`config.mk`:
```
export PLATFORM = sky130hd
export DESIGN_NAME = capture_timer
export DESIGN_NICKNAME = d
export VERILOG_FILES = /design/src/rtl/ct_pkg.sv /design/src/rtl/ct_prescaler.sv /design/src/rtl/ct_edge_sync.sv /design/src/rtl/ct_core.sv /design/src/rtl/capture_timer.sv
export SDC_FILE = /design/constraint.sdc
export NUM_CORES = 1
export LEC_CHECK = 0
export ABC_CLOCK_PERIOD_IN_PS = 6700
export CORE_MARGIN = 2
export CORE_UTILIZATION = 61
export DETAILED_ROUTE_END_ITERATION = 10
export GPL_TIMING_DRIVEN = 0
export PLACE_DENSITY_LB_ADDON = 0.2
export SYNTH_ARGS = -nofsm -noshare
export SYNTH_HDL_FRONTEND = slang
export SYNTH_SLANG_ARGS = --single-unit
```
`constraint.sdc`:
```
create_clock -name clk -period 6.7 [get_ports clk]
set_input_delay 0.67 -clock clk [delete_from_list [all_inputs] [get_ports clk]]
set_output_delay 0.67 -clock clk [all_outputs]
set_load 0.02 [all_outputs]
```
`src/rtl/ct_pkg.sv`:
```
package ct_pkg;

    typedef enum logic [1:0] {
        MODE_IDLE    = 2'b00,
        MODE_CAPTURE = 2'b01,
        MODE_RSVD2   = 2'b10,
        MODE_RSVD3   = 2'b11
    } tmr_mode_e;

    typedef enum logic [1:0] {
        EDGE_OFF  = 2'b00,
        EDGE_FALL = 2'b01,
        EDGE_RISE = 2'b10,
        EDGE_BOTH = 2'b11
    } edge_pol_e;

    // bit 8 clear strobe, [7:6] polarity, [5:3] tick select, [2:1] mode, [0] enable
    typedef struct packed {
        logic      clr;
        edge_pol_e pol;
        logic [2:0] tick_sel;
        tmr_mode_e mode;
        logic      en;
    } ctrl_t;

    localparam int CTRL_W = 9;
    localparam int NUM_TAPS = 7;

    localparam logic [1:0] ADDR_CTRL   = 2'd0;
    localparam logic [1:0] ADDR_PERIOD = 2'd1;
    localparam logic [1:0] ADDR_CAPT   = 2'd2;
    localparam logic [1:0] ADDR_COUNT  = 2'd3;

    // log2 of the division for each internal tap
    function automatic int tap_shift(input int idx);
        case (idx)
            0:       return 0;
            1:       return 1;
            2:       return 2;
            3:       return 3;
            4:       return 5;
            5:       return 7;
            default: return 9;
        endcase
    endfunction

endpackage

```
`src/rtl/ct_prescaler.sv`:
```
module ct_prescaler
    import ct_pkg::*;
#(
    parameter int PRE_W = 9
) (
    input  logic       clk,
    input  logic       rst_n,
    input  logic       run,
    input  logic [2:0] tick_sel,
    input  logic       ext_tick,
    output logic       tick
);

    typedef struct packed {
        logic [PRE_W-1:0] pre;
    } pre_state_t;

    pre_state_t s_d, s_q;
    logic [7:0] src;

    always_comb begin
        s_d = s_q;
        if (run) s_d.pre = s_q.pre + 1'b1;
        else     s_d.pre = '0;
    end

    always_ff @(posedge clk or negedge rst_n) begin
        if (!rst_n) s_q <= '0;
        else        s_q <= s_d;
    end

    for (genvar i = 0; i < NUM_TAPS; i++) begin : g_tap
        localparam int SH = tap_shift(i);
        if (SH == 0) begin : g_full
            assign src[i] = 1'b1;
        end else begin : g_div
            assign src[i] = &s_q.pre[SH-1:0];
        end
    end
    assign src[7] = ext_tick;

    assign tick = run & src[tick_sel];

    assert_pre_restart_R2: assert property (@(posedge clk) disable iff (!rst_n)
        !run |=> (s_q.pre == '0));

endmodule

```
`src/rtl/ct_edge_sync.sv`:
```
module ct_edge_sync
    import ct_pkg::*;
#(
    parameter int SYNC_STAGES = 2
) (
    input  logic      clk,
    input  logic      rst_n,
    input  logic      pin,
    input  edge_pol_e pol,
    output logic      hit
);

    typedef struct packed {
        logic [SYNC_STAGES:0] chain;
    } sync_state_t;

    sync_state_t s_d, s_q;
    logic lvl, prev;

    always_comb begin
        s_d = s_q;
        s_d.chain = {s_q.chain[SYNC_STAGES-1:0], pin};
    end

    always_ff @(posedge clk or negedge rst_n) begin
        if (!rst_n) s_q <= '0;
        else        s_q <= s_d;
    end

    assign lvl  = s_q.chain[SYNC_STAGES-1];
    assign prev = s_q.chain[SYNC_STAGES];

    always_comb begin
        case (pol)
            EDGE_FALL: hit = prev & ~lvl;
            EDGE_RISE: hit = lvl & ~prev;
            EDGE_BOTH: hit = lvl ^ prev;
            default:   hit = 1'b0;
        endcase
    end

endmodule

```
`src/rtl/ct_core.sv`:
```
module ct_core #(
    parameter int CNT_W = 16
) (
    input  logic             clk,
    input  logic             rst_n,
    input  logic             run,
    input  logic             tick,
    input  logic             sw_clr,
    input  logic [CNT_W-1:0] period_buf,
    input  logic             cap_hit,
    input  logic             match_ack,
    input  logic             cap_ack,
    output logic [CNT_W-1:0] count,
    output logic [CNT_W-1:0] capture,
    output logic             match_flag,
    output logic             cap_flag
);

    typedef struct packed {
        logic [CNT_W-1:0] cnt;
        logic [CNT_W-1:0] active;
        logic [CNT_W-1:0] cap;
        logic             mflag;
        logic             cflag;
    } core_state_t;

    core_state_t s_d, s_q;
    logic match;

    assign match = tick && (s_q.cnt == s_q.active);

    always_comb begin
        s_d = s_q;

        if (sw_clr)     s_d.cnt = '0;
        else if (match) s_d.cnt = '0;
        else if (tick)  s_d.cnt = s_q.cnt + 1'b1;

        if (!run || match) s_d.active = period_buf;

        if (cap_hit) s_d.cap = s_q.cnt;

        if (match)          s_d.mflag = 1'b1;
        else if (match_ack) s_d.mflag = 1'b0;

        if (cap_hit)      s_d.cflag = 1'b1;
        else if (cap_ack) s_d.cflag = 1'b0;
    end

    always_ff @(posedge clk or negedge rst_n) begin
        if (!rst_n) s_q <= '0;
        else        s_q <= s_d;
    end

    assign count      = s_q.cnt;
    assign capture    = s_q.cap;
    assign match_flag = s_q.mflag;
    assign cap_flag   = s_q.cflag;

    assert_hold_R1: assert property (@(posedge clk) disable iff (!rst_n)
        (!tick && !sw_clr) |=> $stable(s_q.cnt));
    assert_wrap_zero_R3: assert property (@(posedge clk) disable iff (!rst_n)
        match |=> (s_q.cnt == '0));
    assert_wrap_flag_R3: assert property (@(posedge clk) disable iff (!rst_n)
        match |=> s_q.mflag);
    assert_sw_clear_R4: assert property (@(posedge clk) disable iff (!rst_n)
        sw_clr |=> (s_q.cnt == '0));
    assert_capt_value_R5: assert property (@(posedge clk) disable iff (!rst_n)
        cap_hit |=> (s_q.cap == $past(s_q.cnt)) && s_q.cflag);
    assert_reload_R7: assert property (@(posedge clk) disable iff (!rst_n)
        (run && match) |=> (s_q.active == $past(period_buf)));
    assert_ack_clear_R8: assert property (@(posedge clk) disable iff (!rst_n)
        (match_ack && !match) |=> !s_q.mflag);
    assert_set_wins_R8: assert property (@(posedge clk) disable iff (!rst_n)
        (cap_ack && cap_hit) |=> s_q.cflag);

endmodule

```
`src/rtl/capture_timer.sv`:
```
module capture_timer
    import ct_pkg::*;
#(
    parameter int CNT_W       = 16,
    parameter int PRE_W       = 9,
    parameter int SYNC_STAGES = 2
) (
    input  logic             clk,
    input  logic             rst_n,
    input  logic             bus_wr,
    input  logic [1:0]       bus_addr,
    input  logic [CNT_W-1:0] bus_wdata,
    output logic [CNT_W-1:0] bus_rdata,
    input  logic             ext_tick,
    input  logic             cap_pin,
    input  logic             match_ack,
    input  logic             cap_ack,
    output logic             match_irq,
    output logic             cap_irq
);

    localparam int RD_PAD = CNT_W - (CTRL_W - 1);

    typedef struct packed {
        ctrl_t            ctrl;
        logic [CNT_W-1:0] pbuf;
    } reg_state_t;

    reg_state_t s_d, s_q;
    ctrl_t      wr_ctrl;
    logic       sw_clr, run, tick, cap_hit;
    logic [CNT_W-1:0] count, capture;

    assign wr_ctrl = ctrl_t'(bus_wdata[CTRL_W-1:0]);

    always_comb begin
        s_d    = s_q;
        sw_clr = 1'b0;
        if (bus_wr && bus_addr == ADDR_CTRL) begin
            s_d.ctrl     = wr_ctrl;
            s_d.ctrl.clr = 1'b0;
            sw_clr       = wr_ctrl.clr;
        end
        if (bus_wr && bus_addr == ADDR_PERIOD) s_d.pbuf = bus_wdata;
    end

    always_ff @(posedge clk or negedge rst_n) begin
        if (!rst_n) s_q <= '0;
        else        s_q <= s_d;
    end

    assign run = s_q.ctrl.en && (s_q.ctrl.mode == MODE_CAPTURE);

    ct_prescaler #(.PRE_W(PRE_W)) i_pre (
        .clk      (clk),
        .rst_n    (rst_n),
        .run      (run),
        .tick_sel (s_q.ctrl.tick_sel),
        .ext_tick (ext_tick),
        .tick     (tick)
    );

    ct_edge_sync #(.SYNC_STAGES(SYNC_STAGES)) i_sync (
        .clk   (clk),
        .rst_n (rst_n),
        .pin   (cap_pin),
        .pol   (s_q.ctrl.pol),
        .hit   (cap_hit)
    );

    ct_core #(.CNT_W(CNT_W)) i_core (
        .clk        (clk),
        .rst_n      (rst_n),
        .run        (run),
        .tick       (tick),
        .sw_clr     (sw_clr),
        .period_buf (s_q.pbuf),
        .cap_hit    (cap_hit),
        .match_ack  (match_ack),
        .cap_ack    (cap_ack),
        .count      (count),
        .capture    (capture),
        .match_flag (match_irq),
        .cap_flag   (cap_irq)
    );

    always_comb begin
        case (bus_addr)
            ADDR_CTRL:   bus_rdata = {{RD_PAD{1'b0}}, s_q.ctrl[CTRL_W-2:0]};
            ADDR_PERIOD: bus_rdata = s_q.pbuf;
            ADDR_CAPT:   bus_rdata = capture;
            default:     bus_rdata = count;
        endcase
    end

    assert_clr_unstored_R4: assert property (@(posedge clk) disable iff (!rst_n)
        !s_q.ctrl.clr);

endmodule

```
==> summary.txt <==
Status
  – Status: completed

Detailed routing
  – Total number of vias: 2936
  – Initial DRT Pass Iterations: 4
  – Iter 0 DRT Violations: 183
  – Antenna-violating nets left: 0
  – DR DRC count: 0
  – Wire per inst: 19.0 um
  – Final WL: 9.11 mm
  – Drt via density: 6.12

Setup path
  – Critical Path Start Type: primary input
  – CP most frequent cell: clkbuf_1
  – Critical-path cell list: clkbuf_1 > clkbuf_1 > mux2_2 > a22o_1 > clkdlybuf4s50_1
  – Critical path data arrival time: 2.89 ns
  – Max stage delay on crit path: 0.59 ns
  – Req. time, crit path: 6.03 ns
  – Crit Path Max Fanout: 10
  – Crit Path Class: in2out
  – Crit-path slowest cell: clkbuf_1
  – CP Capture Type: output pin

Clock tree
  – CTS clk-pin slew, worst paths: 0.08 ns
  – Clock Latency Late Sink: 0.36 ns
  – Post-CTS sizing: 0
  – Clock buffer depth: 2
  – Postcts setup bufs: 0
  – Cts-stage hold buffer count: 0
  – Sink Count: 86
  – H-Tree Level Count: 3
  – CTS tree: built
  – Num CTS Buffers: 9
  – Root buffer cell: clkbuf_8

Yosys
  – Net Count, Synth: 375
  – FF+latch count, synth: 86
  – Synthesized instance count: 343
  – Async SR Flop Fraction: 1.00
  – Count of cell types in the netlist: 45
  – Synth area leaders: dfrtp_1 51%, mux2_2 17%, mux4_2 4.3%, xor2_1 3.7%, ha_1 2.1%
  – Syn Std Cell Area: 4210 um2
  – Yosys warns: 0
  – Cell taking the most area after synthesis: dfrtp_1
  – Post-synth EDFFs: 0
  – Register area share after synthesis: 0.511
  – Most frequent cells after synthesis: 86 x dfrtp_1, 62 x mux2_2, 20 x nand2_1
  – Syn avg cell area: 12.3 um2
  – Top cell type's share of synthesized area: 0.511
  – Top_reg_cell synth: dfrtp_1
  – Count leader, synth: dfrtp_1

Timing
  – Highest clock rate: 281 MHz
  – Final hold violation count: 0
  – Final slew viol count: 0
  – Final Skew: 0.0142 ns
  – Fin crit share: 0.532
  – Setup violation total in the final timing report: 0
  – Post-Route Setup TNS: 0 ns
  – RSZ-0062 raised after global routing: false
  – Worst-Margin Slew: 0.854 ns
  – Worst slew margin: 0.427
  – Min Clock Period, post-route: 3.56 ns

Floorplan
  – CORE AREA: 6720 um2
  – Std-Cell Rows: 30
  – Die W: 87.1 um
  – Initial Utilization: 0.627
  – Number of top-level pins: 43
  – Full die area: 7580 um2
  – DIE HEIGHT: 87.1 um

Job
  – Maxcap violations: 0

Finish
  – Post-layout nets: 427
  – Area delta synth->final: 17.4%
  – Ant diodes: 0
  – Share of cells above drive strength 1: 0.253
  – Final Non-Filler Cells: 480

Global route
  – Largest net degree at the start of global routing: 54
  – Initial antenna violation count: 0
  – Vias in the first global route: 3147
  – First-pass GRT wire length: 15.4 mm
  – Total grt overflow: 0
  – Total GRT Usage: 0.267

Placement
  – Placer Congestion: 0.822
  – Placed Instances: 464
  – Post-detail-place hpwl: 6.41 mm
  – Port Buf Inserts: 40

Power
  – Power per cell area: 270 nW/um2
  – Leakage: 0.00214 uW
  – Worst vdd ir: 0.166 mV

Min path
  – Hold Path Class: in2async
## cells in the final DEF, fill, tap and decap left out, types with 4 or more instances in the layout
| master | count |
|---|---|
| mux4_2 | 8 |
| a21oi_1 | 13 |
| clkbuf_8 | 10 |
| dfrtp_1 | 86 |
| mux2i_1 | 4 |
| buf_2 | 4 |
| nor2_1 | 9 |
| nand2_1 | 20 |
| nor4_1 | 5 |
| a22o_1 | 8 |
| or4_1 | 5 |
| and2_1 | 5 |
| xor2_1 | 18 |
| o31ai_1 | 6 |
| ha_1 | 7 |
| clkdlybuf4s50_1 | 39 |
| or3_1 | 6 |
| clkbuf_1 | 11 |
| o21ai_0 | 12 |
| nand3_1 | 7 |
| inv_1 | 14 |
| mux2_2 | 62 |
| nand4_1 | 5 |
## worst paths after layout
path | endpoint | slack (ns) | from | depth (start not counted)
min in group clk | i_sync.s_q[1] | 0.36 | i_sync.s_q[0] | 0
min reg2reg | i_sync.s_q[1] | 0.36 | i_sync.s_q[0] | 0
max reg2reg | i_core.s_q[26] | 3.82 | i_pre.s_q[0] | 10
max in group asynchronous | s_q[4] | 5.82 | rst_n | 2
max | bus_rdata[8] | 3.14 | bus_addr[0] | 5
min | i_core.count[10] | 0.26 | rst_n | 1
## through the flow
stage | area (um2) | power [uW] | hold WS, ns | setup WS, ns | utilization
global placement | 4710 | 950 | 0.338 | 1.86 | 0.701
detailed placement | 4740 | 964 | 0.344 | 3.14 | 0.705
floorplan | 4210 | 846 | 0.331 | 4.05 | -
CTS | 4940 | 1340 | 0.266 | 3.12 | 0.736
global route | 4940 | 1400 | 0.287 | 3.02 | 0.736
finish | 4940 | 1330 | 0.256 | 3.14 | 0.736
## where the power goes
group | internal [uW] | leakage (uW) | switching [uW]
clock | 184 | 0.0000951 | 196
sequential | 597 | 0.00110 | 70.1
combinational | 157 | 0.000941 | 130
total | 938 | 0.00214 | 396
## critical path: cells and delay by family
family	cells	cell delay (ns)
multiplexers	1	0.41
buffers and inverters	3	1.61
AO/OA/AOI/OAI	1	0.20
## sequential cells by signal (all words and copies together), names as in the netlist
name / count
i_core.cap_flag: 1
i_core.count: 16
i_core.s_q: 16
s_q: 24
i_core.capture: 16
i_core.match_flag: 1
i_pre.s_q: 9
i_sync.s_q: 3
## metal layers
layer / track usage / wire length [um] / vias up
li1: - / - / 1352
met1: 0.367 / 3990 / 1491
met2: 0.428 / 4480 / 80
met3: 0.0559 / 514 / 13
met4: 0.0867 / 122 / 0
met5: 0 / 0 / -
## kinds of logic (layout without fill, tap and decap cells)
logic type | count (synthesis) | count (layout) | synth area share
multiplexers | 74 | 74 | 0.218
flip-flops | 86 | 86 | 0.511
XOR/XNOR | 19 | 19 | 0.0395
adder cells (fa/ha/maj) | 7 | 7 | 0.0208
AND/OR/NAND/NOR | 74 | 74 | 0.0960
AO/OA/AOI/OAI | 51 | 51 | 0.0814
buffers and inverters | 32 | 89 | 0.0333
## layout make-up
class	instances	area [um2]
repair buffers	41	425
fillers	482	1770
clock buffers	10	138
well taps	80	100
plain buffers	18	87.6
clock inverters	6	70.1
multi-input cells	225	1920
flip-flops and latches	86	2150
inverters	14	52.6
Power figures use the tool's default switching activity.
